`src/rtl/key_load_ctrl.sv`:
```
module key_load_ctrl #(
  parameter int CLK_MHZ   = 125,
  parameter int WAIT_US   = 500,
  parameter int MAX_TRIES = 5
) (
  input  logic clk,
  input  logic rst_n,
  input  logic start_i,
  input  logic legacy_mode_i,
  input  logic eng_done_i,
  input  logic eng_good_i,
  output logic load_trig_o,
  output logic clear_trig_o,
  output logic send_trig_o,
  output logic busy_o,
  output logic ok_o,
  output logic err_o
);
  localparam int TO = CLK_MHZ * WAIT_US;
  localparam int TW = $clog2(TO + 1);
  localparam int AW = $clog2(MAX_TRIES + 1);

  typedef enum logic [2:0] {
    S_IDLE, S_CHECK, S_LOAD, S_WAIT, S_CLEAR, S_SEND, S_OK, S_ERR
  } st_t;

  st_t st, nx;
  logic [TW-1:0] wcnt;
  logic [AW-1:0] tries;

  wire key_in_place = eng_done_i & eng_good_i;
  wire timed_out    = wcnt == TW'(TO - 1);
  wire last_try     = tries == AW'(MAX_TRIES - 1);

  always_comb begin
    nx = st;
    case (st)
      S_IDLE:  if (start_i) nx = S_CHECK;
      S_CHECK: if (key_in_place) nx = S_OK;
               else if (legacy_mode_i) nx = S_ERR;
               else nx = S_LOAD;
      S_LOAD:  nx = S_WAIT;
      S_WAIT:  if (eng_done_i) nx = eng_good_i ? S_SEND : S_CLEAR;
               else if (timed_out) nx = S_CLEAR;
      S_CLEAR: nx = last_try ? S_ERR : S_CHECK;
      S_SEND:  nx = S_OK;
      default: nx = S_IDLE;
    endcase
  end

  always_ff @(posedge clk) begin
    if (!rst_n) begin
      st    <= S_IDLE;
      wcnt  <= '0;
      tries <= '0;
    end else begin
      st    <= nx;
      wcnt  <= (st == S_WAIT) ? wcnt + 1'b1 : '0;
      if (st == S_IDLE)       tries <= '0;
      else if (st == S_CLEAR) tries <= tries + 1'b1;
    end
  end

  assign load_trig_o  = st == S_LOAD;
  assign clear_trig_o = st == S_CLEAR;
  assign send_trig_o  = st == S_SEND;
  assign ok_o         = st == S_OK;
  assign err_o        = st == S_ERR;
  assign busy_o       = st != S_IDLE;

  AST_OK_PULSE:     assert property (@(posedge clk) disable iff (!rst_n) ok_o |=> !busy_o && !ok_o);
  AST_ERR_PULSE:    assert property (@(posedge clk) disable iff (!rst_n) err_o |=> !busy_o && !err_o);
  AST_BUSY_BY_START: assert property (@(posedge clk) disable iff (!rst_n) $rose(busy_o) |-> $past(start_i));
  AST_SEND_THEN_OK: assert property (@(posedge clk) disable iff (!rst_n) send_trig_o |=> ok_o);
  AST_WAIT_BOUND:   assert property (@(posedge clk) disable iff (!rst_n) (st == S_WAIT) |-> wcnt < TW'(TO));
  AST_TRIES_BOUND:  assert property (@(posedge clk) disable iff (!rst_n) tries <= AW'(MAX_TRIES));
endmodule

```
`config.mk`:
```
export PLATFORM = sky130hd
export DESIGN_NAME = key_load_ctrl
export DESIGN_NICKNAME = d
export VERILOG_FILES = /design/src/rtl/key_load_ctrl.sv
export SDC_FILE = /design/constraint.sdc
export NUM_CORES = 1
export LEC_CHECK = 0
export ABC_CLOCK_PERIOD_IN_PS = 1800
export BUFFER_PORTS_ARGS = -buffer_cell sky130_fd_sc_hd__buf_2
export CORE_UTILIZATION = 39
export CTS_BUF_LIST = sky130_fd_sc_hd__clkbuf_4 sky130_fd_sc_hd__clkbuf_8
export DETAILED_ROUTE_END_ITERATION = 16
export SLEW_MARGIN = 10
export SYNTH_ARGS = -nofsm -noshare
export SYNTH_HDL_FRONTEND = slang
export SYNTH_SLANG_ARGS = --single-unit
```
`constraint.sdc`:
```
create_clock -name clk -period 1.8 [get_ports clk]
set_clock_uncertainty 0.2 [all_clocks]
set_input_delay 0.09 -clock clk [delete_from_list [all_inputs] [get_ports clk]]
set_output_delay 0.09 -clock clk [all_outputs]
set_load 0.01 [all_outputs]
```
==> reports/qor.csv, run 1 <==
stage;metric;value;unit
power_and_ir_drop;clock share of power;31.0;%
logic_synthesis;ys async rst share;0;%
power_and_ir_drop;worst vdd ir;0.438;mV
routing;drt initial violations;17;
timing;worst hold slack;0.267;ns
timing;final setup vio count;0;
grt;Total GRT Usage;16.4;%
setup_path;critical path endpoint category;flop;
grt;global-route wire length before repair;4220;um
logic_synthesis;Post-synth EDFFs;0;
routing;detailed-route wire length;2380;um
cts;maximum level of the CTS H-tree;1;
outcome;status;completed;
power_and_ir_drop;power per standard cell area;653;mW/mm^2
timing;relative max-transition margin;68.0;%
power_and_ir_drop;Pint;0.000672;W
setup_path;crit path kind;input pin to flop;
logic_synthesis;Mapped Area;0.00118;sq mm
grt;GRT overflow;0;
routing;Routed Antenna Nets;0;
floorplan;Initial Util;41.9;%
setup_path;Setup crit start kind;input pin;
place;half-perimeter wire length after placement;1730;um
routing;# DRC;0;
floorplan;core box area;0.00281;sq mm
cells_and_area;share of post-route cells with drive strength above 1;22.7;%
floorplan;I/O pins;12;
cts;clock insertion delay at the later pin of the skew report;0.31;ns
logic_synthesis;Synth cell types;39;
cells_and_area;ant diodes;0;
cts;clock sink count;22;
logic_synthesis;Seq cells post-synth;22;
power_and_ir_drop;Net Sw Frac;26.1;%
logic_synthesis;YS warnings;0;
cells_and_area;most common cell after layout, fill and taps aside;dfxtp_1;
power_and_ir_drop;Pleak;0.504;nW
logic_synthesis;Synth area leader;dfxtp_1;
cts;Max Buffers Root-to-Sink;2;
routing;post-DR wirelength/cell;13.1;um
cts;CTS tree;yes;
floorplan;Die ar.;0.00324;sq mm
cts;clock buffer count from CTS;3;
setup_path;CP Data Required Time;1.85;ns
logic_synthesis;Top FF cell, synth;dfxtp_1;
cells_and_area;fin nets;160;
cts;root buf cell;clkbuf_4;
timing;max-slew violation count;0;
logic_synthesis;Gate Count Post-Synth;129;
timing;Final Hold Viols;0;
timing;Worst Tran Pin Value;0.480;ns
cells_and_area;most frequent cells in the layout;dfxtp_1, nor2_1, buf_2, inv_1, xnor2_1;
routing;drt via density;5.41;
timing;Sum Neg Setup Slack;0;ns
logic_synthesis;Syn Nets;138;
setup_path;WP data arrival;1.74;ns
floorplan;Chip Width;56.9;um
cts;clk slew on worst S/H paths;0.13;ns
timing;Max Fclk;593;MHz
floorplan;row count;19;
grt;pin count of the biggest net entering global routing;17;
flow_run;Max-cap violations;0;
routing;DR pass1 iterations;4;
setup_path;crit-path max FO;3;
grt;number of global-route vias before repair;930;
logic_synthesis;sequential area share after synthesis;37.4;%
place;RD Place Congestion;0.751;
logic_synthesis;top cell type's share of synthesized area;37.4;%
power_and_ir_drop;Logic pwr share;11.0;%
timing;final worst-path cycle share;93.6;%
timing;RSZ-0062 raised after global routing;false;
grt;initial antenna violation count;0;
power_and_ir_drop;net switching power;0.000237;W
place;Port Buf Inserts;11;
timing;fin crit period;1.69;ns
min_path;Hold/Removal Path Class;flop to flop;
routing;Via Count;980;
logic_synthesis;ranking of synthesized cells by area;dfxtp_1, xnor2_1, nor2_1;
cells_and_area;Layout area overhead;18.3;%
floorplan;Die Y;56.9;um
logic_synthesis;Avg Inst Size Synth;9.12;sq um
power_and_ir_drop;Reg power frac;58.0;%
-- flip-flops by register name, indices dropped and copies added, names as in the netlist --
register  count
st            3
wcnt         16
tries         3
-- cells by family (layout without fill, tap and decap cells) --
family,Yosys count,count (layout),synth area share (%)
simple gates,61,61,35.7
flops,22,22,37.4
compound gates,19,19,10.5
buf+inv,13,34,4.89
xor+xnor,11,11,8.19
fa+ha+maj,3,3,3.19
-- timing repair --
item                                    in CTS  in global routing
endpoints found under the hold margin        6                  0
buffers inserted                             0                  0
hold buffers                                 6                  0
gates resized for setup                      0                  4
endpoints found under the setup margin       0                  6
-- final timing paths --
path	start	to	cells past startpoint	slack, ns
setup / recovery	eng_done_i	st[2]$_SDFFE_PN0P_	6	0.11
hold reg to reg	wcnt[0]$_SDFF_PN0_	wcnt[0]$_SDFF_PN0_	1	0.27
setup reg to reg	wcnt[1]$_SDFF_PN0_	st[1]$_SDFFE_PN0P_	5	0.13
hold / removal	wcnt[0]$_SDFF_PN0_	wcnt[0]$_SDFF_PN0_	1	0.27
-- final cells by class --
class | count | area (sq um)
Sequential cell | 22 | 443
Timing Repair Buffer | 22 | 153
Clock buffer | 4 | 36.3
Multi-Input combinational cell | 94 | 691
Fill cell | 286 | 1410
Tap cell | 31 | 38.8
Inverter | 8 | 30.0
-- critical path: stages --
cell	delay (ns)
dlygate4sd3_1	0.51
buf_2	0.11
nand2_1	0.07
dlygate4sd3_1	0.55
a221o_1	0.31
nor3_2	0.10
-- power by group through the flow --
stage	clock, W	sequential, W	combinational, W
final	0.000282	0.000527	0.0000999
after global routing	0.000308	0.000530	0.000112
after CTS	0.000285	0.000525	0.0000973
after detailed placement	0	0.000536	0.0000869
after global placement	0	0.000532	0.0000840
after floorplan	0	0.000516	0.0000750
-- through the flow --
step | setup WS (ns) | utilization, % | total power (W) | instance area [sq um] | instances
2_1_floorplan | 0.163 | - | 0.000591 | 1180 | 129
5_1_grt | 0.0143 | 49.6 | 0.000951 | 1390 | 181
4_1_cts | 0.0134 | 49.1 | 0.000907 | 1380 | 181
3_3_place_gp | 0.113 | 45.6 | 0.000616 | 1280 | 171
6_report | 0.115 | 49.6 | 0.000909 | 1390 | 181
3_5_place_dp | 0.0405 | 45.6 | 0.000623 | 1280 | 171
-- metal layers --
metal / vias up / share of wire (%) / routed length (um) / GRT usage (%)
met5: - / 0 / 0 / 0
met4: 0 / 0.59 / 14 / 4.18
met3: 2 / 1.7 / 41 / 2.76
met2: 8 / 50 / 1180 / 27.7
met1: 468 / 48 / 1140 / 21.7
li1: 502 / - / - / -
-- synthesized netlist by cell type, types with 2 or more instances --
cell,number
nor2_1,18
clkbuf_1,3
a31oi_1,2
nor3_2,2
and3b_1,2
inv_1,8
or3_1,3
nand4_1,2
a21o_1,2
xor2_1,3
nor4b_1,3
ha_1,3
dfxtp_1,22
nor3_1,3
nor4_4,3
nor4_2,2
nand3_1,6
a21oi_1,5
nand2_1,6
nand3_2,2
and3_1,2
o21ai_0,3
xnor2_1,8
Power figures use the tool's default switching activity.
==> run 2: changes to the inputs <==
--- a/config.mk
+++ b/config.mk
@@ -6,10 +6,10 @@
 export NUM_CORES = 1
 export LEC_CHECK = 0
 export ABC_CLOCK_PERIOD_IN_PS = 1800
-export BUFFER_PORTS_ARGS = -buffer_cell sky130_fd_sc_hd__buf_2
 export CORE_UTILIZATION = 39
 export CTS_BUF_LIST = sky130_fd_sc_hd__clkbuf_4 sky130_fd_sc_hd__clkbuf_8
 export DETAILED_ROUTE_END_ITERATION = 16
+export DONT_BUFFER_PORTS = 1
 export SLEW_MARGIN = 10
 export SYNTH_ARGS = -nofsm -noshare
 export SYNTH_HDL_FRONTEND = slang
==> reports/qor.csv, run 2 (synthesized netlist as in run 1, its figures left out) <==
stage;metric;value;unit
timing;final worst-path cycle share;95.2;%
setup_path;WP data arrival;1.77;ns
timing;relative max-transition margin;68.9;%
floorplan;Initial Util;41.9;%
cts;root buf cell;clkbuf_4;
routing;drt initial violations;23;
timing;RSZ-0062 raised after global routing;false;
cells_and_area;Layout area overhead;15.9;%
cts;CTS tree;yes;
floorplan;core box area;0.00281;sq mm
grt;number of global-route vias before repair;903;
timing;max-slew violation count;0;
timing;final setup vio count;0;
timing;final worst setup slack;0.0860;ns
grt;initial antenna violation count;0;
floorplan;Die ar.;0.00324;sq mm
cts;maximum level of the CTS H-tree;1;
cells_and_area;Largest register FFs;16;
timing;Sum Neg Setup Slack;0;ns
timing;Worst Tran Pin Value;0.466;ns
flow_run;Max-cap violations;0;
floorplan;I/O pins;12;
setup_path;critical path endpoint category;flop;
outcome;status;completed;
cells_and_area;register with the most flip-flops;wcnt;
floorplan;row count;19;
setup_path;crit-path max FO;15;
cts;clock insertion delay at the later pin of the skew report;0.31;ns
timing;Max Fclk;583;MHz
setup_path;crit path kind;flop to flop;
cells_and_area;most frequent cells in the layout;dfxtp_1, nor2_1, buf_4, inv_1, xnor2_1;
routing;# DRC;0;
timing;fin crit period;1.71;ns
cells_and_area;fin nets;154;
cts;clock sink count;22;
setup_path;Setup crit start kind;flop;
power_and_ir_drop;worst vdd ir;0.361;mV
cts;setup repair bufs after CTS;0;
place;Port Buf Inserts;0;
routing;post-DR wirelength/cell;13.1;um
place;Place WS;0.139;ns
grt;Total GRT Usage;15.8;%
cells_and_area;Core Util, Final;48.6;%
grt;GRT overflow;0;
place;half-perimeter wire length after placement;1650;um
floorplan;Chip Width;56.9;um
cts;Max Buffers Root-to-Sink;2;
cts;clk slew on worst S/H paths;0.13;ns
routing;detailed-route wire length;2290;um
grt;pin count of the biggest net entering global routing;17;
power_and_ir_drop;Pleak;0.476;nW
routing;DR pass1 iterations;4;
routing;drt via density;5.44;
floorplan;Die Y;56.9;um
min_path;Hold/Removal Path Class;input pin to flop;
routing;Via Count;952;
timing;Final Hold Viols;0;
routing;Routed Antenna Nets;0;
cells_and_area;share of post-route cells with drive strength above 1;17.4;%
grt;global-route wire length before repair;4050;um
power_and_ir_drop;power per standard cell area;660;mW/mm^2
cells_and_area;biggest regs;wcnt x16, st x3, tries x3;
cells_and_area;most common cell after layout, fill and taps aside;dfxtp_1;
setup_path;CP Data Required Time;1.85;ns
cts;clock buffer count from CTS;3;
place;RD Place Congestion;0.753;
cells_and_area;ant diodes;0;
-- run 2: worst max-delay path, stage by stage (launching register included) --
cell	delay, ns
dfxtp_2	0.41
nand3b_1	0.18
dlygate4sd3_1	0.57
a21o_1	0.16
a31oi_1	0.14
-- run 2: path summary, 6_finish.rpt --
| check | startpoint | slack, ns | endpoint | cells past startpoint |
|---|---|---|---|---|
| setup / recovery | st[1]$_SDFFE_PN0P_ | 0.09 | st[0]$_SDFFE_PN0P_ | 4 |
| hold / removal | legacy_mode_i | 0.10 | st[2]$_SDFFE_PN0P_ | 3 |
| setup reg to reg | st[1]$_SDFFE_PN0P_ | 0.09 | st[0]$_SDFFE_PN0P_ | 4 |
| hold reg to reg | tries[0]$_SDFFE_PP0P_ | 0.32 | tries[0]$_SDFFE_PP0P_ | 2 |
-- run 2: area by class of cell --
type / instances / area [sq um]
Inverter: 8 / 30.0
Fill cell: 269 / 1440
Timing Repair Buffer: 16 / 138
Clock buffer: 4 / 36.3
Multi-Input combinational cell: 94 / 678
Tap cell: 31 / 38.8
Sequential cell: 22 / 442
-- run 2: layer usage --
metal	GRT usage, %	part of all wire (%)
met5	0	0
met2	25.0	48
met4	5.23	1.3
met1	22.0	49
met3	2.30	1.4
-- run 2: power breakdown --
group	switching [W]	internal, W	total [W]
Clock	0.000159	0.000124	0.000283
Combinational	0.0000455	0.0000456	0.0000911
Sequential	0.0000274	0.000498	0.000525
-- run 2: what timing repair did --
action	in CTS	in global routing
resized for setup	0	1
hold buffers	7	0
endpoints found under the setup margin	0	3
endpoints found under the hold margin	22	0
-- run 2: per-stage QoR --
stage | hold WS [ns] | cells | total power, W | area [sq um]
2_1_floorplan | 0.0338 | 129 | 0.000591 | 1180
3_3_place_gp | 0.0444 | 164 | 0.000605 | 1250
3_5_place_dp | 0.0498 | 164 | 0.000609 | 1250
4_1_cts | 0.0803 | 175 | 0.000899 | 1360
5_1_grt | 0.0993 | 175 | 0.000935 | 1360
6_report | 0.103 | 175 | 0.000899 | 1360
==> run 3: changes to the inputs <==
--- a/config.mk
+++ b/config.mk
@@ -5,6 +5,7 @@
 export SDC_FILE = /design/constraint.sdc
 export NUM_CORES = 1
 export LEC_CHECK = 0
+export ABC_AREA = 1
 export ABC_CLOCK_PERIOD_IN_PS = 1800
 export CORE_UTILIZATION = 39
 export CTS_BUF_LIST = sky130_fd_sc_hd__clkbuf_4 sky130_fd_sc_hd__clkbuf_8
==> reports/qor.csv, run 3 <==
stage;metric;value;unit
timing;worst hold slack;0.258;ns
setup_path;CP delay by family, top;simple AND/OR/NAND/NOR gates;
setup_path;r2r endpoint;wcnt[10]$_SDFF_PN0_;
place;RD Place Congestion;0.872;
cts;clk slew on worst S/H paths;0.12;ns
routing;# DRC;4;
cts;clock sink count;22;
cts;root buf cell;clkbuf_4;
cts;maximum level of the CTS H-tree;1;
routing;Routed Antenna Nets;0;
setup_path;Worst Setup EP;wcnt[10]$_SDFF_PN0_;
setup_path;most used cell, CP;nand3_1;
setup_path;worst path buffer plus inverter count;0;
setup_path;RR Startpoint;wcnt[0]$_SDFF_PN0_;
grt;initial antenna violation count;0;
place;Place WS;0.239;ns
flow_run;Max-cap violations;0;
floorplan;I/O pins;12;
setup_path;WP data arrival;1.60;ns
setup_path;Worst path slowest cell;dfxtp_1;
logic_synthesis;top cell type's share of synthesized area;37.3;%
setup_path;Register-to-Register Setup Slack;0.22;ns
cts;CTS tree;yes;
grt;Total GRT Usage;16.5;%
cells_and_area;ant diodes;0;
outcome;failing checks;design-rule violations;
routing;drt via density;5.11;
power_and_ir_drop;worst vdd ir;0.346;mV
routing;DR pass1 iterations;10;
logic_synthesis;Top FF cell, synth;dfxtp_1;
routing;detailed-route wire length;2310;um
logic_synthesis;Seq cells post-synth;22;
routing;drt initial violations;62;
logic_synthesis;Mapped Area;0.00118;sq mm
logic_synthesis;ys async rst share;0;%
place;half-perimeter wire length after placement;1760;um
logic_synthesis;YS warnings;0;
logic_synthesis;Post-synth EDFFs;0;
setup_path;Setup crit start kind;flop;
logic_synthesis;Avg Inst Size Synth;6.78;sq um
floorplan;Initial Util;42.1;%
outcome;status;finished, violations left;
timing;final worst setup slack;0.219;ns
timing;max-slew violation count;0;
logic_synthesis;Synth cell types;20;
power_and_ir_drop;power per standard cell area;744;mW/mm^2
logic_synthesis;Synth area leader;dfxtp_1;
logic_synthesis;ranking of synthesized cells by area;dfxtp_1, nand2_1, inv_1;
cts;Max Buffers Root-to-Sink;2;
cts;clock buffer count from CTS;3;
floorplan;core box area;0.00281;sq mm
min_path;Hold/Removal Path Class;flop to flop;
timing;Final Hold Viols;0;
cells_and_area;biggest regs;wcnt x16, st x3, tries x3;
timing;fin crit period;1.58;ns
logic_synthesis;Syn Nets;183;
cells_and_area;Layout area overhead;9.97;%
grt;number of global-route vias before repair;1055;
timing;Max Fclk;632;MHz
floorplan;Die Y;57.0;um
timing;final worst-path cycle share;87.8;%
timing;RSZ-0062 raised after global routing;false;
power_and_ir_drop;Pleak;0.454;nW
cts;setup repair bufs after CTS;0;
setup_path;worst setup path startpoint;wcnt[0]$_SDFF_PN0_;
grt;GRT overflow;0;
logic_synthesis;Post-synth top cells;nand2_1, inv_1, dfxtp_1, nor2_1, a21oi_1;
cells_and_area;share of post-route cells with drive strength above 1;9.34;%
timing;relative max-transition margin;80.0;%
grt;pin count of the biggest net entering global routing;13;
power_and_ir_drop;total power;0.000965;W
logic_synthesis;cell with the most instances after synthesis;nand2_1;
setup_path;Reg2Reg Depth;6;
cts;clock insertion delay at the later pin of the skew report;0.31;ns
floorplan;Chip Width;57.0;um
timing;Sum Neg Setup Slack;0;ns
routing;Via Count;1089;
setup_path;cells along the critical path;ha_1, nand3_1, nor2_4, nand3_1, nor3_1, nor3_2;
setup_path;CP Data Required Time;1.82;ns
cells_and_area;fin nets;192;
setup_path;crit path kind;flop to flop;
setup_path;critical path endpoint category;flop;
setup_path;cell depth of the worst setup path;6;
routing;post-DR wirelength/cell;10.8;um
logic_synthesis;sequential area share after synthesis;37.3;%
setup_path;crit-path max FO;6;
floorplan;row count;19;
logic_synthesis;Gate Count Post-Synth;174;
place;Port Buf Inserts;0;
cells_and_area;Largest register FFs;16;
cells_and_area;most frequent cells in the layout;nand2_1, inv_1, nor2_1, dfxtp_1, a21oi_1;
setup_path;Slowest Stage Delay on Critical Path;0.37;ns
cells_and_area;most common cell after layout, fill and taps aside;nand2_1;
timing;final setup vio count;0;
floorplan;Die ar.;0.00325;sq mm
timing;Worst Tran Pin Value;0.298;ns
cells_and_area;register with the most flip-flops;wcnt;
grt;global-route wire length before repair;4240;um
-- run 3: cell count changes after synthesis, sizes merged, moves of 5 or more --
cell	before	now
nand2	6	35
inv	8	30
nor2	18	29
a21oi	5	15
xnor2	8	0
nor4	5	0
o21ai	4	9
-- run 3: repair_timing --
action,in CTS,in global routing
hold endpoints to repair,13,0
hold buffers,5,0
setup endpoints to repair,0,0
resized for setup,0,0
-- run 3: logic make-up (layout without fill, tap and decap cells) --
kind of cell    count (synthesis)  count (layout)  synth area share (%)
compound gates                 24              24                  10.2
xor+xnor                        3               3                  2.23
fa+ha+maj                       3               3                  3.18
buf+inv                        31              39                  10.2
flops                          22              22                  37.3
simple gates                   91              91                  36.9
-- run 3: worst min path at each step --
| stage | slack (ns) | startpoint | cells past startpoint | end |
|---|---|---|---|---|
| 2_1_floorplan | 0.09 | rst_n | 2 | st[0]$_SDFFE_PN0P_ |
| 3_3_place_gp | 0.13 | rst_n | 2 | st[0]$_SDFFE_PN0P_ |
| 3_5_place_dp | 0.13 | rst_n | 2 | st[0]$_SDFFE_PN0P_ |
| 4_1_cts | 0.26 | wcnt[0]$_SDFF_PN0_ | 1 | wcnt[0]$_SDFF_PN0_ |
| 5_1_grt | 0.27 | wcnt[0]$_SDFF_PN0_ | 1 | wcnt[0]$_SDFF_PN0_ |
| 6_report | 0.26 | wcnt[0]$_SDFF_PN0_ | 1 | wcnt[0]$_SDFF_PN0_ |
-- run 3: cell type report --
class,instances,area (sq um)
clock buffer,4,36.3
fill,293,1510
inverter,30,113
multi-input combinational,121,619
sequential,22,440
tap,31,38.8
timing repair buffer,5,50.0
-- run 3: worst reg2reg max path, stage by stage (launching register included) --
cell and delay (ns):
dfxtp_1 0.37, ha_1 0.19, nand3_1 0.16, nor2_4 0.19, nand3_1 0.13, nor3_1 0.20, nor3_2 0.06
-- run 3: report_power, final --
| group | internal, W | switching, W | total, W |
|---|---|---|---|
| sequential | 0.000504 | 0.0000191 | 0.000523 |
| combinational | 0.0000580 | 0.000113 | 0.000171 |
| clock | 0.000124 | 0.000147 | 0.000271 |
-- run 3: layer usage --
| metal | vias to the layer above | share of wire (%) | global-route usage, % | wire length (um) |
|---|---|---|---|---|
| li1 | 565 | - | - | - |
| met1 | 484 | 48 | 21.0 | 1100 |
| met2 | 34 | 46 | 27.4 | 1070 |
| met3 | 6 | 5.1 | 4.76 | 118 |
| met4 | 0 | 1.0 | 4.53 | 24 |
| met5 | - | 0 | 0 | 0 |
-- run 3: stage by stage --
| step | cells | cell area, sq um | utilization, % |
|---|---|---|---|
| global route | 213 | 1300 | 46.3 |
| global placement | 204 | 1210 | 43.2 |
| CTS | 213 | 1300 | 46.3 |
| floorplan | 174 | 1180 | - |
| finish | 213 | 1300 | 46.3 |
| detailed placement | 204 | 1210 | 43.2 |
